$ cat src/rtl/ptw_pkg.sv
package ptw_pkg;

    // Entry word layout; the walker decodes these positions
    localparam int PTE_W     = 32;
    localparam int PTE_PRES  = 31;
    localparam int PTE_REF   = 30;
    localparam int PTE_DIRTY = 29;

    typedef enum logic [2:0] {
        ST_IDLE     = 3'd0,
        ST_RD_REQ   = 3'd1,
        ST_RD_WAIT  = 3'd2,
        ST_CHECK    = 3'd3,
        ST_FILL     = 3'd4,
        ST_FAULT    = 3'd5,
        ST_WR_REQ   = 3'd6,
        ST_UPD_DONE = 3'd7
    } ptw_state_e;

endpackage

$ cat src/rtl/ptw_addr_gen.sv
module ptw_addr_gen #(
    parameter int PA_W        = 32,
    parameter int VPN_W       = 20,
    parameter int ENTRY_BYTES = 4
) (
    input  logic [PA_W-1:0]  base,
    input  logic [VPN_W-1:0] vpn,
    output logic [PA_W-1:0]  addr
);
    localparam int SHIFT = $clog2(ENTRY_BYTES);

    logic [PA_W-1:0] offset;

    always_comb begin
        offset = PA_W'(vpn) << SHIFT;
        addr   = base + offset;
    end
endmodule

$ cat src/rtl/ptw_entry_dec.sv
module ptw_entry_dec
    import ptw_pkg::*;
#(
    parameter int PPN_W = 20
) (
    input  logic [PTE_W-1:0] pte,
    input  logic             set_ref,
    input  logic             set_dirty,
    output logic             present,
    output logic [PPN_W-1:0] ppn,
    output logic [PTE_W-1:0] merged
);
    always_comb begin
        present           = pte[PTE_PRES];
        ppn               = pte[PPN_W-1:0];
        merged            = pte;
        merged[PTE_REF]   = pte[PTE_REF] | set_ref;
        merged[PTE_DIRTY] = pte[PTE_DIRTY] | set_dirty;
    end
endmodule

$ cat src/rtl/ptw_ctrl.sv
module ptw_ctrl
    import ptw_pkg::*;
#(
    parameter int PA_W  = 32,
    parameter int VPN_W = 20
) (
    input  logic             clk,
    input  logic             rst_n,
    input  logic [PA_W-1:0]  ptbr,
    input  logic             req_valid,
    input  logic             req_upd,
    input  logic [VPN_W-1:0] req_vpn,
    input  logic             req_set_ref,
    input  logic             req_set_dirty,
    input  logic             entry_present,
    input  logic [PTE_W-1:0] merged_pte,
    input  logic             mem_req_ready,
    input  logic             mem_rsp_valid,
    input  logic [PTE_W-1:0] mem_rsp_rdata,
    output logic [PA_W-1:0]  base_q,
    output logic [VPN_W-1:0] vpn_q,
    output logic [PTE_W-1:0] pte_q,
    output logic             set_ref_q,
    output logic             set_dirty_q,
    output logic             mem_req_valid,
    output logic             mem_req_we,
    output logic [PTE_W-1:0] mem_req_wdata,
    output logic             busy,
    output logic             fill_valid,
    output logic             fault_valid,
    output logic             upd_done
);
    typedef struct packed {
        ptw_state_e       st;
        logic             is_upd;
        logic             set_ref;
        logic             set_dirty;
        logic [PA_W-1:0]  base;
        logic [VPN_W-1:0] vpn;
        logic [PTE_W-1:0] pte;
    } ctrl_t;

    ctrl_t r_d, r_q;

    always_comb begin
        r_d = r_q;
        unique case (r_q.st)
            ST_IDLE: begin
                if (req_valid) begin
                    r_d.st        = ST_RD_REQ;
                    r_d.is_upd    = req_upd;
                    r_d.set_ref   = req_set_ref;
                    r_d.set_dirty = req_set_dirty;
                    r_d.base      = ptbr;
                    r_d.vpn       = req_vpn;
                end
            end
            ST_RD_REQ: begin
                if (mem_req_ready) r_d.st = ST_RD_WAIT;
            end
            ST_RD_WAIT: begin
                if (mem_rsp_valid) begin
                    r_d.pte = mem_rsp_rdata;
                    r_d.st  = ST_CHECK;
                end
            end
            ST_CHECK: begin
                if (!entry_present)  r_d.st = ST_FAULT;
                else if (r_q.is_upd) r_d.st = ST_WR_REQ;
                else                 r_d.st = ST_FILL;
            end
            ST_WR_REQ: begin
                if (mem_req_ready) r_d.st = ST_UPD_DONE;
            end
            ST_FILL, ST_FAULT, ST_UPD_DONE: begin
                r_d.st = ST_IDLE;
            end
            default: r_d.st = ST_IDLE;
        endcase
    end

    always_ff @(posedge clk) begin
        if (!rst_n) begin
            r_q <= '0;
        end else begin
            r_q <= r_d;
        end
    end

    always_comb begin
        base_q        = r_q.base;
        vpn_q         = r_q.vpn;
        pte_q         = r_q.pte;
        set_ref_q     = r_q.set_ref;
        set_dirty_q   = r_q.set_dirty;
        mem_req_valid = (r_q.st == ST_RD_REQ) || (r_q.st == ST_WR_REQ);
        mem_req_we    = (r_q.st == ST_WR_REQ);
        mem_req_wdata = merged_pte;
        busy          = (r_q.st != ST_IDLE);
        fill_valid    = (r_q.st == ST_FILL);
        fault_valid   = (r_q.st == ST_FAULT);
        upd_done      = (r_q.st == ST_UPD_DONE);
    end


    req_hold_chk: assert property (@(posedge clk) disable iff (!rst_n)
        (mem_req_valid && !mem_req_ready) |=>
            (mem_req_valid && $stable(mem_req_we) && $stable(vpn_q)
             && $stable(base_q) && $stable(mem_req_wdata)));


    busy_ignore_chk: assert property (@(posedge clk) disable iff (!rst_n)
        (busy && req_valid) |=> ($stable(vpn_q) && $stable(base_q)));


    fill_present_chk: assert property (@(posedge clk) disable iff (!rst_n)
        fill_valid |-> pte_q[PTE_PRES]);


    fault_absent_chk: assert property (@(posedge clk) disable iff (!rst_n)
        fault_valid |-> !pte_q[PTE_PRES]);


    wr_present_chk: assert property (@(posedge clk) disable iff (!rst_n)
        (mem_req_valid && mem_req_we) |-> mem_req_wdata[PTE_PRES]);


    outcome_onehot_chk: assert property (@(posedge clk) disable iff (!rst_n)
        $onehot0({fill_valid, fault_valid, upd_done}));


    outcome_release_chk: assert property (@(posedge clk) disable iff (!rst_n)
        (fill_valid || fault_valid || upd_done) |=> !busy);

endmodule

$ cat src/rtl/ptw_engine.sv
module ptw_engine
    import ptw_pkg::*;
#(
    parameter int PA_W        = 32,
    parameter int VPN_W       = 20,
    parameter int PPN_W       = 20,
    parameter int ENTRY_BYTES = 4
) (
    input  logic             clk,
    input  logic             rst_n,
    input  logic [PA_W-1:0]  ptbr,
    input  logic             req_valid,
    input  logic             req_upd,
    input  logic [VPN_W-1:0] req_vpn,
    input  logic             req_set_ref,
    input  logic             req_set_dirty,
    output logic             busy,
    output logic             mem_req_valid,
    input  logic             mem_req_ready,
    output logic             mem_req_we,
    output logic [PA_W-1:0]  mem_req_addr,
    output logic [31:0]      mem_req_wdata,
    input  logic             mem_rsp_valid,
    input  logic [31:0]      mem_rsp_rdata,
    output logic             fill_valid,
    output logic             fault_valid,
    output logic             upd_done,
    output logic [VPN_W-1:0] out_vpn,
    output logic [31:0]      out_pte,
    output logic [PPN_W-1:0] out_ppn
);
    logic [PA_W-1:0]  base_w;
    logic [VPN_W-1:0] vpn_w;
    logic [PTE_W-1:0] pte_w;
    logic [PTE_W-1:0] merged_w;
    logic             present_w;
    logic             set_ref_w;
    logic             set_dirty_w;

    ptw_ctrl #(.PA_W(PA_W), .VPN_W(VPN_W)) u_ctrl (
        .clk           (clk),
        .rst_n         (rst_n),
        .ptbr          (ptbr),
        .req_valid     (req_valid),
        .req_upd       (req_upd),
        .req_vpn       (req_vpn),
        .req_set_ref   (req_set_ref),
        .req_set_dirty (req_set_dirty),
        .entry_present (present_w),
        .merged_pte    (merged_w),
        .mem_req_ready (mem_req_ready),
        .mem_rsp_valid (mem_rsp_valid),
        .mem_rsp_rdata (mem_rsp_rdata),
        .base_q        (base_w),
        .vpn_q         (vpn_w),
        .pte_q         (pte_w),
        .set_ref_q     (set_ref_w),
        .set_dirty_q   (set_dirty_w),
        .mem_req_valid (mem_req_valid),
        .mem_req_we    (mem_req_we),
        .mem_req_wdata (mem_req_wdata),
        .busy          (busy),
        .fill_valid    (fill_valid),
        .fault_valid   (fault_valid),
        .upd_done      (upd_done)
    );

    ptw_addr_gen #(.PA_W(PA_W), .VPN_W(VPN_W), .ENTRY_BYTES(ENTRY_BYTES)) u_addr (
        .base (base_w),
        .vpn  (vpn_w),
        .addr (mem_req_addr)
    );

    ptw_entry_dec #(.PPN_W(PPN_W)) u_dec (
        .pte       (pte_w),
        .set_ref   (set_ref_w),
        .set_dirty (set_dirty_w),
        .present   (present_w),
        .ppn       (out_ppn),
        .merged    (merged_w)
    );

    assign out_vpn = vpn_w;
    assign out_pte = pte_w;


    reset_quiet_chk: assert property (@(posedge clk)
        $past(!rst_n) |-> (!busy && !mem_req_valid && !fill_valid && !fault_valid && !upd_done));

endmodule

$ cat config.mk
export PLATFORM = sky130hd
export DESIGN_NAME = ptw_engine
export DESIGN_NICKNAME = d
export VERILOG_FILES = /design/src/rtl/ptw_pkg.sv /design/src/rtl/ptw_addr_gen.sv /design/src/rtl/ptw_entry_dec.sv /design/src/rtl/ptw_ctrl.sv /design/src/rtl/ptw_engine.sv
export SDC_FILE = /design/constraint.sdc
export NUM_CORES = 1
export LEC_CHECK = 0
export BUFFER_PORTS_ARGS = -buffer_cell sky130_fd_sc_hd__buf_2
export CAP_MARGIN = 20
export CORE_ASPECT_RATIO = 0.9
export CORE_MARGIN = 8
export CORE_UTILIZATION = 52
export CTS_CLUSTER_DIAMETER = 200
export DETAILED_ROUTE_END_ITERATION = 7
export PLACE_DENSITY = 0.86
export SYNTH_ARGS = -nofsm -noshare
export SYNTH_HDL_FRONTEND = slang
export SYNTH_SLANG_ARGS = --single-unit
$ cat constraint.sdc
create_clock -name clk -period 4.2 [get_ports clk]
set_input_delay 0.84 -clock clk [delete_from_list [all_inputs] [get_ports clk]]
set_output_delay 0.84 -clock clk [all_outputs]
set_load 0.05 [all_outputs]
# --- Yosys cells after proc, flatten, opt, wreduce, memory -nomap -nowiden ---
# Cells that the tools add are included.
classes:
  n_addsub: 1
  n_mul: 0
  div: 0
  magnitude_cmp: 0
  eq_ne: 11
  shift: 0
  mux: 7
  bitwise_logic: 2
  n_reduce_logical: 7
op_table:
  columns: ["op", "n"]
  rows:
  - ["58-bit 2-to-1 mux", 1]
  - ["32-bit by 22-bit adder with 32-bit output", 1]
  - ["3-bit one-hot mux with 6 select lines", 1]
  - ["3-bit equality test, second input constant", 4]
  - ["3-bit 2-to-1 mux", 4]
  - ["2-bit inequality test, second input constant", 4]
  - ["3-bit by 2-bit equality test with 1-bit output, second input constant", 2]
  - ["2-bit AND reduction", 2]
  - ["4-bit AND reduction", 1]
  - ["3-bit by 1-bit equality test with 1-bit output, second input constant", 1]
  - ["3-bit logical NOT", 1]
  - ["3-bit nonzero test", 1]
  - ["3-bit OR reduction", 1]
  - ["2-bit 2-to-1 mux", 1]
  - ["1-bit OR", 2]
  - ["1-bit logical OR", 1]
word_totals:
  ff_bits: 90
  latch_bits: 0
  ram_bits: 0
  mem_bits_ro: 0
  in_bits: 92
  output_inout_bits: 142
  elab_cells: 35
  mem_count: 0

# --- Logic depth before layout (Yosys ltp) ---
logic_depth:
  word_depth: 3
  depth_mapped: 10
  mapped_depth_nobuf: 10

# --- By module ---
# From an unflattened synthesis, not the netlist that was laid out.
hier_totals:
  cells_unflattened: 804
  hier_area_um2: 6277.3
modules_own_cells:
  columns: ["mod", "n_inst", "cells_each", "area_per_inst_um2", "seq_area_each_um2"]
  rows:
  - ["ptw_ctrl", 1, 527, 4394.2, 1801.7]
  - ["ptw_addr_gen", 1, 224, 1487.7, 0.0]
  - ["ptw_entry_dec", 1, 53, 395.4, 0.0]

# --- Worst setup path before layout ---
# Ideal clock, no wire load.
synth_timing:
  path_kind: "register to output"
  from: "register u_ctrl.r_q (netlist bit u_ctrl.vpn_q[0])"
  to: "output mem_req_addr[26]"
  arrival_ns: 2.943
  required_time_ns: 3.360
  path_slack_ns: 0.417
  stages_incl_launch_ff: 11
  path_buffers: 0
  path_cell_list: "dfxtp_1 -> ha_1 -> inv_1 -> fa_1 -> and2b_1 -> o2111ai_1 -> a311oi_1 -> and3b_1 -> o21ai_4 -> nand3_1 -> xnor2_1"
synth_via:
  elab_chain_cells: 1
synth_rtl:
  columns: ["item", "line", "text"]
  rows:
  - ["start, declared", "ptw_ctrl.sv:43", "ctrl_t r_d, r_q;"]
  - ["start signal, assigned", "ptw_ctrl.sv:86", "r_q <= r_d;"]
  - ["32-bit by 22-bit adder with 32-bit output", "ptw_addr_gen.sv:16", "addr = base + offset;"]
  - ["end, declared", "ptw_engine.sv:21", "output logic [PA_W-1:0] mem_req_addr,"]
# No other way between the ends.

# --- Worst setup path after layout ---
# Ends and elaborated chain as after synthesis.

==> flow_summary.yaml <==
clocking:
  holdBufCountCts: 0
  tritoncts: "done"
  cts-resized-gates: 0
  h-tree-depth: 3
  cts_buffers: 9
  clk_pin_slew_worst_paths_ns: 0.06
  cts.sink_count: 90
  worst_skew_pair.late_latency_ns: 0.34
  cts.root.buffer_cell: "clkbuf_16"
  post_cts.repair.setup_buffers: 0
  clockBufferDepth: 2
power_and_ir_drop:
  vdd_ir_drop_max_mv: 0.3295
  power_leakage_uw: 0.003079
  power-per-cell-area_nw_per_um2: 383.6
synthesis:
  synth_nets: 806
  yosysSeqAreaShare_pct: 32.99
  synthFlopType: "dfxtp_1"
  syn_area_per_cell_um2: 7.881
  synth-seq-cells: 90
  synthArstFlopShare_pct: 0
  synth_cell_types: 49
  syn_inst: 693
  synth_warnings: 0
  synth_edf_count: 0
  syn-cell-area_um2: 5461
setup_path:
  cp.arrival_ns: 3.13
  max_stage_delay_ns: 0.39
  required_ns: 3.36
  critPathSlowestCell: "fa_1"
  worstPathMaxFanout: 5
  crit_path_start_kind: "flip-flop"
  worstSetupPathType: "flip-flop to output port"
  end_kind: "output port"
  worstPathCellList: "ha_1 -> inv_1 -> fa_1 -> and2b_1 -> o2111ai_1 -> a311oi_2 -> and3b_1 -> o21ai_4 -> nand3_1 -> xnor2_1 -> buf_2"
die:
  die_area_um2: 14040
  die_h_um: 113.2
  start_util_pct: 53.30
  core_area_um2: 10250
  rows: 35
  die-width_um: 124.0
  top_level_ports: 234
grt:
  antenna_found_initial: 0
  globalRoute.totalOverflow: 0
  track_usage_pct: 19.81
  grt_max_degree: 74
  grt_pass1_wl_mm: 22.49
  grt_pass1_vias: 4528
sta:
  rsz0062_at_grt: "no"
  setup_viol: 0
  maxSlewViolCount: 0
  tightest_slew_ns: 0.5447
  fmax_ghz: 0.2517
  hold_ws_ns: 0.4593
  final_hold_viol_count: 0
  maxSlewHeadroom_pct: 63.69
  finalSetupTns_ns: 0
  fin_crit_ns: 3.973
  finClkSkew_ns: 0.005619
  setup_slack_ns: 0.2267
  finalCritPeriodShare_pct: 94.60
placement:
  dpl_cell_area_um2: 5911
  io_buffers: 233
  placed_cells: 922
  place_hpwl_mm: 10.89
  gp_congestion: 0.8598
  post-place-ws_ns: 0.5738
route:
  viasPerCell: 5.022
  first_pass_iters: 4
  ant_nets: 0
  route.detailed.drc: 0
  drt_iter0_markers: 308
  wl_mm: 14.21
  drt-wirelength-per-cell_um: 15.10
  num_vias: 4726
final_layout:
  drive_gt1_share_pct: 33.87
  fin_area_um2: 6289
  syn_to_final_growth_pct: 15.14
  nFillCells: 938
  layout.cells.non_filler: 941
  n_antenna_cell: 0
  layout.nets: 920
min_path:
  hold_class: "flip-flop to flip-flop"
outcome:
  status: "complete, no violations"
flow_run:
  cap_violations: 0
-- synth_stat cells (all sizes together) (4+ instances only) --
cell / instances / area [µm²]
and3: 4 / 25.02
inv: 12 / 45.04
clkbuf: 22 / 82.58
a21oi: 22 / 110.1
a21boi: 87 / 653.1
o21ai: 10 / 72.58
a21o: 8 / 61.31
o21a: 4 / 30.03
nand2: 196 / 738.2
nand3: 11 / 55.05
nor2: 22 / 90.09
xor2: 9 / 78.83
ha: 20 / 250.2
dfxtp: 90 / 1802
buf: 114 / 827.1
xnor2: 19 / 166.4
-- kinds of logic after synthesis --
group           after synthesis  share of synthesized area (%)
simple gates                252                          18.95
flops                        90                          32.99
fa+ha+maj                    21                          4.948
mux                           1                         0.1833
xor+xnor                     28                          4.490
buf+inv                     148                          17.48
compound gates              153                          20.96
-- cell type report --
class	instances	area [µm²]	area share, %
Sequential cell	90	1802	28.65
Tap cell	129	161.4	2.567
Clock inverter	7	76.32	1.214
Inverter	12	45.04	0.7163
Multi-Input combinational cell	455	2720	43.26
Clock buffer	9	225.2	3.581
Timing Repair Buffer	239	1259	20.02
-- layout by cell type (no fill, tap or decap), types with 9 or more instances in the layout --
| master | n |
|---|---|
| buf_2 | 232 |
| nand2_1 | 194 |
| dfxtp_1 | 90 |
| a21boi_0 | 87 |
| a21oi_1 | 22 |
| ha_1 | 20 |
| nor2_1 | 19 |
| xnor2_1 | 19 |
| inv_1 | 12 |
| nand3_1 | 11 |
| xor2_1 | 9 |
| clkbuf_16 | 9 |
-- power by group --
| group | switching [µW] | internal (µW) |
|---|---|---|
| Clock | 354 | 465 |
| Sequential | 38.9 | 901 |
| Combinational | 469 | 184 |
| Total | 862 | 1550 |
-- path summary, 6_finish.rpt --
check                                        start                 end  slack, ns  cells after the start
worst max register to register      u_ctrl.r_q[87]    u_ctrl.base_q[9]       2.27                      5
worst min register to register  u_ctrl.set_dirty_q  u_ctrl.set_dirty_q       0.46                      2
worst max-delay path               u_ctrl.vpn_q[0]    mem_req_addr[26]       0.23                     11
worst min-delay path            u_ctrl.set_dirty_q  u_ctrl.set_dirty_q       0.46                      2
-- per-layer routing --
| metal | track usage (%) | vias up | part of all wire [%] |
|---|---|---|---|
| met4 | 6.181 | 0 | 1.6 |
| met2 | 32.68 | 149 | 49 |
| met3 | 4.579 | 18 | 6.9 |
| li1 | - | 2403 | - |
| met5 | 0 | - | 0 |
| met1 | 24.87 | 2156 | 43 |
-- registers in the layout, summed over array words and instances (netlist names) --
signal / flops
u_ctrl.base_q: 32
u_ctrl.pte_q: 32
u_ctrl.r_q: 4
u_ctrl.set_dirty_q: 1
u_ctrl.set_ref_q: 1
u_ctrl.vpn_q: 20
-- stage by stage --
step | utilization, % | total power [µW]
floorplan | - | 1473
global placement | 57.68 | 1593
detailed placement | 57.68 | 1601
CTS | 60.62 | 2418
global route | 61.37 | 2518
finish | 61.37 | 2412
-- critical path, delay by kind of cell, from the launching register on --
family / cells / cell delay [ns]
AND/OR/NAND/NOR: 3 / 0.59
AO/OA/AOI/OAI: 3 / 0.81
buffers and inverters: 2 / 0.33
XOR/XNOR: 1 / 0.15
adder cells (fa/ha/maj): 2 / 0.56
flip-flops: 1 / 0.36
Power figures use the tool's default switching activity.
